==> src/rtl/rtc_pkg.sv <==
package rtc_pkg;
  typedef enum logic [1:0] {
    SRC_NONE = 2'd0,
    SRC_ULF  = 2'd1,
    SRC_LFRC = 2'd2,
    SRC_LFXO = 2'd3
  } srcSel_e;

  // bit 9 hold, bit 8 top, [7:5] lp ignore bits, [4:2] log2 divisor, [1:0] source
  typedef struct packed {
    logic       rstEn;
    logic       compTop;
    logic [2:0] lpBits;
    logic [2:0] divLog;
    srcSel_e    src;
  } ctrlCfg_t;

  typedef struct packed {
    logic loadLp;
    logic loadComp;
    logic loadCtrl;
  } commitStb_t;

  localparam int CFG_W = $bits(ctrlCfg_t);
  localparam int NREG  = $bits(commitStb_t);
endpackage

==> src/rtl/rtc_ctrl.sv <==
module rtc_ctrl
  import rtc_pkg::*;
#(
  parameter int DATA_W = 32
) (
  input  logic              clk,
  input  logic              rstN,
  input  logic              wrCtrl,
  input  logic              wrComp,
  input  logic              wrLp,
  input  logic [DATA_W-1:0] wrData,
  input  logic              freeze,
  input  logic              srcTick,
  input  logic              srcNone,
  output commitStb_t        stb,
  output ctrlCfg_t          stageCfg,
  output logic [DATA_W-1:0] stageComp,
  output logic              stageLp,
  output logic [NREG-1:0]   busy,
  output logic              wrErr
);
  logic [NREG-1:0] pending;
  logic [NREG-1:0] wrReq;
  logic [NREG-1:0] accept;
  logic            commit;

  assign wrReq  = {wrLp, wrComp, wrCtrl};
  assign busy   = pending & {NREG{!freeze && !srcNone}};
  assign accept = wrReq & ~busy;
  assign commit = !freeze && (srcTick || srcNone);
  assign stb    = commitStb_t'(pending & {NREG{commit}});

  always_ff @(posedge clk or negedge rstN) begin
    if (!rstN) begin
      pending   <= '0;
      stageCfg  <= ctrlCfg_t'('0);
      stageComp <= '0;
      stageLp   <= 1'b0;
      wrErr     <= 1'b0;
    end else begin
      for (int i = 0; i < NREG; i++) begin
        if (accept[i])   pending[i] <= 1'b1;
        else if (commit) pending[i] <= 1'b0;
      end
      if (accept[0]) stageCfg  <= ctrlCfg_t'(wrData[CFG_W-1:0]);
      if (accept[1]) stageComp <= wrData;
      if (accept[2]) stageLp   <= wrData[0];
      wrErr <= |(wrReq & busy);
    end
  end


  err_source_chk: assert property (@(posedge clk) disable iff (!rstN)
    wrErr |-> $past((wrReq & busy) != '0));


  busy_hold_chk: assert property (@(posedge clk) disable iff (!rstN)
    (busy[0] && !srcTick) |=> (busy[0] || freeze));
endmodule

==> src/rtl/rtc_core.sv <==
module rtc_core
  import rtc_pkg::*;
#(
  parameter int CNT_W = 32
) (
  input  logic             clk,
  input  logic             rstN,
  input  logic             ulfTick,
  input  logic             lfrcTick,
  input  logic             lfxoTick,
  input  commitStb_t       stb,
  input  ctrlCfg_t         stageCfg,
  input  logic [CNT_W-1:0] stageComp,
  input  logic             stageLp,
  input  logic [1:0]       clrIrq,
  output logic             srcTick,
  output logic             srcNone,
  output logic [CNT_W-1:0] cnt,
  output logic [1:0]       irq
);
  localparam int PRE_W  = $bits(stageCfg.divLog);
  localparam int DIV_W  = (1 << PRE_W) - 1;
  localparam int LP_MAX = 6;

  ctrlCfg_t         cfg;
  logic [CNT_W-1:0] comp0;
  logic             lpMode;
  logic [DIV_W-1:0] divCnt;
  logic [DIV_W-1:0] divMask;
  logic [2:0]       lpShift;
  logic [CNT_W-1:0] cmpMask;
  logic [CNT_W-1:0] cntNext;
  logic             cntTick;
  logic             cmpEvt;
  logic             ovfEvt;

  always_comb begin
    unique case (cfg.src)
      SRC_ULF:  srcTick = ulfTick;
      SRC_LFRC: srcTick = lfrcTick;
      SRC_LFXO: srcTick = lfxoTick;
      default:  srcTick = 1'b0;
    endcase
  end
  assign srcNone = (cfg.src == SRC_NONE);

  always_comb begin
    if (cfg.src == SRC_ULF)
      divMask = (cfg.divLog == '0) ? '0 : DIV_W'(1);
    else
      divMask = DIV_W'((DIV_W+1)'(1) << cfg.divLog) - DIV_W'(1);
  end

  always_comb begin
    lpShift = 3'd0;
    if (lpMode && (cfg.src == SRC_LFRC || cfg.src == SRC_LFXO))
      lpShift = (cfg.lpBits > 3'(LP_MAX)) ? 3'(LP_MAX) : cfg.lpBits;
  end
  assign cmpMask = ~((CNT_W'(1) << lpShift) - CNT_W'(1));

  assign cntTick = srcTick && !cfg.rstEn && ((divCnt & divMask) == divMask);
  assign cntNext = (cfg.compTop && cnt == comp0) ? '0 : cnt + CNT_W'(1);
  assign cmpEvt  = cntTick && (((cntNext ^ comp0) & cmpMask) == '0);
  assign ovfEvt  = cntTick && (&cnt);

  always_ff @(posedge clk or negedge rstN) begin
    if (!rstN) begin
      cfg    <= ctrlCfg_t'('0);
      comp0  <= '0;
      lpMode <= 1'b0;
      divCnt <= '0;
      cnt    <= '0;
      irq    <= '0;
    end else begin
      if (stb.loadCtrl) cfg    <= stageCfg;
      if (stb.loadComp) comp0  <= stageComp;
      if (stb.loadLp)   lpMode <= stageLp;
      if (cfg.rstEn)    divCnt <= '0;
      else if (srcTick) divCnt <= divCnt + DIV_W'(1);
      if (cfg.rstEn)    cnt    <= '0;
      else if (cntTick) cnt    <= cntNext;
      irq[0] <= ovfEvt | (irq[0] & ~clrIrq[0]);
      irq[1] <= cmpEvt | (irq[1] & ~clrIrq[1]);
    end
  end


  hold_zero_chk: assert property (@(posedge clk) disable iff (!rstN)
    cfg.rstEn |=> (cnt == '0));


  still_chk: assert property (@(posedge clk) disable iff (!rstN)
    (!cntTick && !cfg.rstEn) |=> $stable(cnt));


  top_wrap_chk: assert property (@(posedge clk) disable iff (!rstN)
    (cntTick && cfg.compTop && cnt == comp0) |=> (cnt == '0));


  set_wins_chk: assert property (@(posedge clk) disable iff (!rstN)
    (cmpEvt && clrIrq[1]) |=> irq[1]);
endmodule

==> src/rtl/rtc_graysnap.sv <==
module rtc_graysnap #(
  parameter int W = 32
) (
  input  logic         clk,
  input  logic         rstN,
  input  logic [W-1:0] binIn,
  output logic [W-1:0] binOut
);
  logic [W-1:0] grayQ;
  logic [W-1:0] syncA;
  logic [W-1:0] syncB;

  always_ff @(posedge clk or negedge rstN) begin
    if (!rstN) begin
      grayQ <= '0;
      syncA <= '0;
      syncB <= '0;
    end else begin
      grayQ <= binIn ^ (binIn >> 1);
      syncA <= grayQ;
      syncB <= syncA;
    end
  end

  always_comb begin
    binOut[W-1] = syncB[W-1];
    for (int i = W - 2; i >= 0; i--) binOut[i] = binOut[i+1] ^ syncB[i];
  end
endmodule

==> src/rtl/rtc_backup_counter.sv <==
module rtc_backup_counter
  import rtc_pkg::*;
#(
  parameter int CNT_W = 32
) (
  input  logic             clk,
  input  logic             rstN,
  input  logic             ulfTick,
  input  logic             lfrcTick,
  input  logic             lfxoTick,
  input  logic             freeze,
  input  logic             wrCtrl,
  input  logic             wrComp,
  input  logic             wrLp,
  input  logic [CNT_W-1:0] wrData,
  input  logic [1:0]       clrIrq,
  output logic [2:0]       busy,
  output logic             wrErr,
  output logic [1:0]       irq,
  output logic [CNT_W-1:0] countRd
);
  commitStb_t       stb;
  ctrlCfg_t         stageCfg;
  logic [CNT_W-1:0] stageComp;
  logic             stageLp;
  logic             srcTick;
  logic             srcNone;
  logic [CNT_W-1:0] cnt;

  rtc_ctrl #(.DATA_W(CNT_W)) ctrl_i (
    .clk(clk), .rstN(rstN), .wrCtrl(wrCtrl), .wrComp(wrComp), .wrLp(wrLp),
    .wrData(wrData), .freeze(freeze), .srcTick(srcTick), .srcNone(srcNone),
    .stb(stb), .stageCfg(stageCfg), .stageComp(stageComp), .stageLp(stageLp),
    .busy(busy), .wrErr(wrErr)
  );

  rtc_core #(.CNT_W(CNT_W)) core_i (
    .clk(clk), .rstN(rstN), .ulfTick(ulfTick), .lfrcTick(lfrcTick),
    .lfxoTick(lfxoTick), .stb(stb), .stageCfg(stageCfg), .stageComp(stageComp),
    .stageLp(stageLp), .clrIrq(clrIrq), .srcTick(srcTick), .srcNone(srcNone),
    .cnt(cnt), .irq(irq)
  );

  rtc_graysnap #(.W(CNT_W)) snap_i (
    .clk(clk), .rstN(rstN), .binIn(cnt), .binOut(countRd)
  );
endmodule

==> config.mk <==
export PLATFORM = sky130hd
export DESIGN_NAME = rtc_backup_counter
export DESIGN_NICKNAME = d
export VERILOG_FILES = /design/src/rtl/rtc_pkg.sv /design/src/rtl/rtc_ctrl.sv /design/src/rtl/rtc_core.sv /design/src/rtl/rtc_graysnap.sv /design/src/rtl/rtc_backup_counter.sv
export SDC_FILE = /design/constraint.sdc
export NUM_CORES = 1
export LEC_CHECK = 0
export ABC_AREA = 1
export BUFFER_PORTS_ARGS = -buffer_cell sky130_fd_sc_hd__buf_2
export CAP_MARGIN = 20
export CORE_ASPECT_RATIO = 0.8
export CORE_MARGIN = 3
export CORE_UTILIZATION = 45
export CTS_CLUSTER_DIAMETER = 150
export CTS_CLUSTER_SIZE = 25
export DETAILED_ROUTE_END_ITERATION = 6
export HOLD_SLACK_MARGIN = 0.05
export PLACE_DENSITY = 0.73
export SETUP_SLACK_MARGIN = 0.15
export SLEW_MARGIN = 20
export SYNTH_ARGS = -nofsm -noshare
export SYNTH_HDL_FRONTEND = slang
export SYNTH_SLANG_ARGS = --single-unit
==> constraint.sdc <==
create_clock -name clk -period 5.7 [get_ports clk]
set_input_delay 0.57 -clock clk [delete_from_list [all_inputs] [get_ports clk]]
set_output_delay 0.57 -clock clk [all_outputs]
set_load 0.02 [all_outputs]
==> flow_summary.yaml <==
pwr:
  p_sw_share_pct: 35.0
  p_per_area_nw_per_um2: 336
  pwr-share-seq_pct: 51.4
  p_int_mw: 2.71
  finalPower_mw: 4.16
  clock_power_share_pct: 22.1
  switching_power_mw: 1.46
  ir_worst_vdd_v: 0.000328
  pwr-share-comb_pct: 26.5
  power.leakage_nw: 6.20
floorplan:
  start_util_pct: 46.3
  die_w_um: 177
  die_area_um2: 25300
  io-pin-count: 81
  fp-row-count: 49
  core_um2: 22700
  fp.dieH_um: 143
sta:
  skew_ns: 0.0290
  tightest_slew_ns: 0.883
  slew_viol_final: 0
  relSlewSlack_pct: 41.0
  layout_min_cycle_time_ns: 5.68
  finalCritPeriodShare_pct: 99.7
  fin_ws_ns: 0.0155
  clock.fmax_mhz: 176
  hold_violations: 0
  setup_viol: 0
  rsz0062_at_grt: "true"
critical_path:
  slowest_delay_ns: 0.43
  startpoint_type: "flop"
  endpoint_kind: "primary output"
  worstReg2RegEnd: "core_i.irq[1]"
  crit_slowest_cell: "dfrtp_1"
  cp.arrival_ns: 5.11
  crit_type: "reg -> out"
  timing.reg2reg.setup_slack_ns: 1.67
  cpMostUsedCell: "nand2_4"
  critical_path_peak_fanout: 4
  reg2reg_depth: 16
  r2r-start: "core_i.cnt[25]"
  worstPathRequired_ns: 5.13
route:
  num_vias: 8060
  routedWlPerCell_um: 15.5
  drc: 0
  wirelength_mm: 23.9
  vias_per_cell: 5.24
  drt.antenna.violating_nets: 0
  drt_pass1_iterations: 5
  drtIter0Drc: 568
placement:
  placedCellCount: 1504
  gp_congestion: 1.03
  place_area_um2: 11300
  pre_cts_ws_ns: 0.369
  dp.final_hpwl_mm: 16.7
  port_buffers: 80
min_path:
  hp-class: "in -> async"
cts:
  cts_max_level: 1
  cts.sinks: 227
  cts_tree: "done"
  cts.clk_slew.worst_paths_ns: 0.10
  cts_made_buffers: 13
  clockRootBuffer: "clkbuf_16"
  clk_latency_ns: 0.48
  cts_buffer_depth: 3
synthesis:
  synthTopCellsByArea: "dfrtp_1, nand2_1, inv_1"
  ys_ff_latch: 227
  ys_warn_count: 0
  synth_top_area_cell: "dfrtp_1"
  avgSynthCellArea_um2: 9.26
  syn-num-nets: 1214
  ys_types: 41
  yosysTopAreaCellShare_pct: 53.9
  synth.cell_area_um2: 10500
  ys_seq_area_share_pct: 53.9
  synthCells: 1137
global_route:
  grt_usage_pct: 18.5
  grt_max_degree: 124
  grt_pass1_wl_mm: 38.6
  overflow: 0
  antenna_found_initial: 0
  grt_pass1_vias: 7743
cells_and_area:
  drive_gt1_share_pct: 19.3
  design_area_um2: 12400
  fin_nets: 1309
  antenna_cells: 0
  area_delta_synth_final_pct: 17.8
  final_cells: 1537
run_status:
  status: "finished, final reports clean"
job:
  drv_cap: 0
cells in the mapped netlist, drive strengths merged:
cell type  number
nor4           13
nor2           93
nand2         199
mux2            6
a211oi          1
nand3b          1
o221ai          2
a31oi           2
o211ai          3
or2             4
clkinv          1
nor3b           2
dfrtp         227
inv           152
o2111ai         7
o21ai          86
and3b           1
nand3         116
nor4b           2
a22oi           4
o22ai          23
nand4          10
xor2           41
a21oi          50
nor3           13
xnor2           9
a211o           1
clkbuf         25
a21boi          1
ha             34
a2111oi         4
buf             2
a21o            1
and3            1
layout by cell type (no fill, tap or decap), drive strengths merged, types with 2 or more instances in the layout:
cell type / synthesis / final
o211ai: 3 / 3
nor4b: 2 / 2
inv: 152 / 152
nor4: 13 / 13
nor3b: 2 / 2
o2111ai: 7 / 7
nand2: 199 / 199
xnor2: 9 / 9
a2111oi: 4 / 4
nand4: 10 / 10
clkbuf: 25 / 13
a31oi: 2 / 2
dfrtp: 227 / 227
o22ai: 23 / 23
a21oi: 50 / 50
xor2: 41 / 41
nand3: 116 / 116
ha: 34 / 34
buf: 2 / 107
a22oi: 4 / 4
or2: 4 / 4
nor3: 13 / 13
mux2: 6 / 6
clkinv: 1 / 2
nor2: 93 / 93
o21ai: 86 / 86
o221ai: 2 / 2
power by group through the flow:
stage / registers (mW) / clock network, mW / logic (mW)
after global routing: 2.18 / 1.01 / 1.26
after global placement: 2.15 / 0 / 1.07
after floorplan: 2.08 / 0 / 0.795
after detailed placement: 2.16 / 0 / 1.10
after CTS: 2.13 / 0.959 / 1.11
final: 2.14 / 0.921 / 1.10
metal layers:
metal	vias to the layer above	part of all wire, %	track usage, %
met5	-	0	0
met4	0	1.9	3.88
met3	28	6.4	2.79
met2	234	45	28.5
met1	3868	47	28.1
li1	3930	-	-
worst max-delay path: cells and delay by family, from the launching register on:
| kind | cells | cell delay [ns] |
|---|---|---|
| AND/OR/NAND/NOR | 45 | 4.01 |
| buffers and inverters | 2 | 0.20 |
| flip-flops | 1 | 0.43 |
flip-flops by register name, indices dropped and copies added, names as in the netlist:
name,count
core_i.cfg,10
core_i.cnt,32
core_i.comp0,32
core_i.divCnt,7
core_i.irq,2
core_i.lpMode,1
ctrl_i.pending,3
ctrl_i.stageCfg,10
ctrl_i.stageComp,32
ctrl_i.stageLp,1
ctrl_i.wrErr,1
snap_i.grayQ,32
snap_i.syncA,32
snap_i.syncB,32
worst max path at each step:
stage                                 from         end  cells past startpoint
after floorplan           snap_i.syncB[31]  countRd[0]                     50
after global placement    snap_i.syncB[30]  countRd[0]                     36
after detailed placement  snap_i.syncB[31]  countRd[0]                     38
after CTS                 snap_i.syncB[31]  countRd[0]                     51
after global routing      snap_i.syncB[31]  countRd[0]                     47
final                     snap_i.syncB[31]  countRd[0]                     47
area by class of cell:
class / count / area, um2
fill: 2036 / 10300
sequential: 227 / 5680
multi-input combinational: 730 / 4770
timing repair buffer: 107 / 644
inverter: 153 / 574
tap: 306 / 383
clock buffer: 13 / 325
clock inverter: 1 / 30.0
logic make-up after synthesis:
| group | share of synthesized area (%) |
|---|---|
| xor gates and xnor gates | 4.16 |
| AOI/OAI and AO/OA | 9.83 |
| DFF | 53.9 |
| adders and majority gates | 4.04 |
| and+or+nand+nor | 20.9 |
| buffers and inverters | 6.45 |
| muxes | 0.642 |
stage by stage:
step                      hold WS (ns)  setup TNS [ns]  util (%)
after CTS                        0.136               0      53.0
after global placement           0.333               0      49.8
after floorplan                  0.274               0         -
after global routing             0.164          -0.731      54.6
after detailed placement         0.335               0      49.8
final                            0.108               0      54.6
repair_timing:
item                       in CTS  in global routing
pin swaps                      30                 37
buffers inserted               13                  6
gates cloned                    0                  0
setup endpoints to repair       3                  7
gates resized for setup        53                 56
hold buffers                    0                  0
No activity file was read; power rests on OpenSTA's default activity.
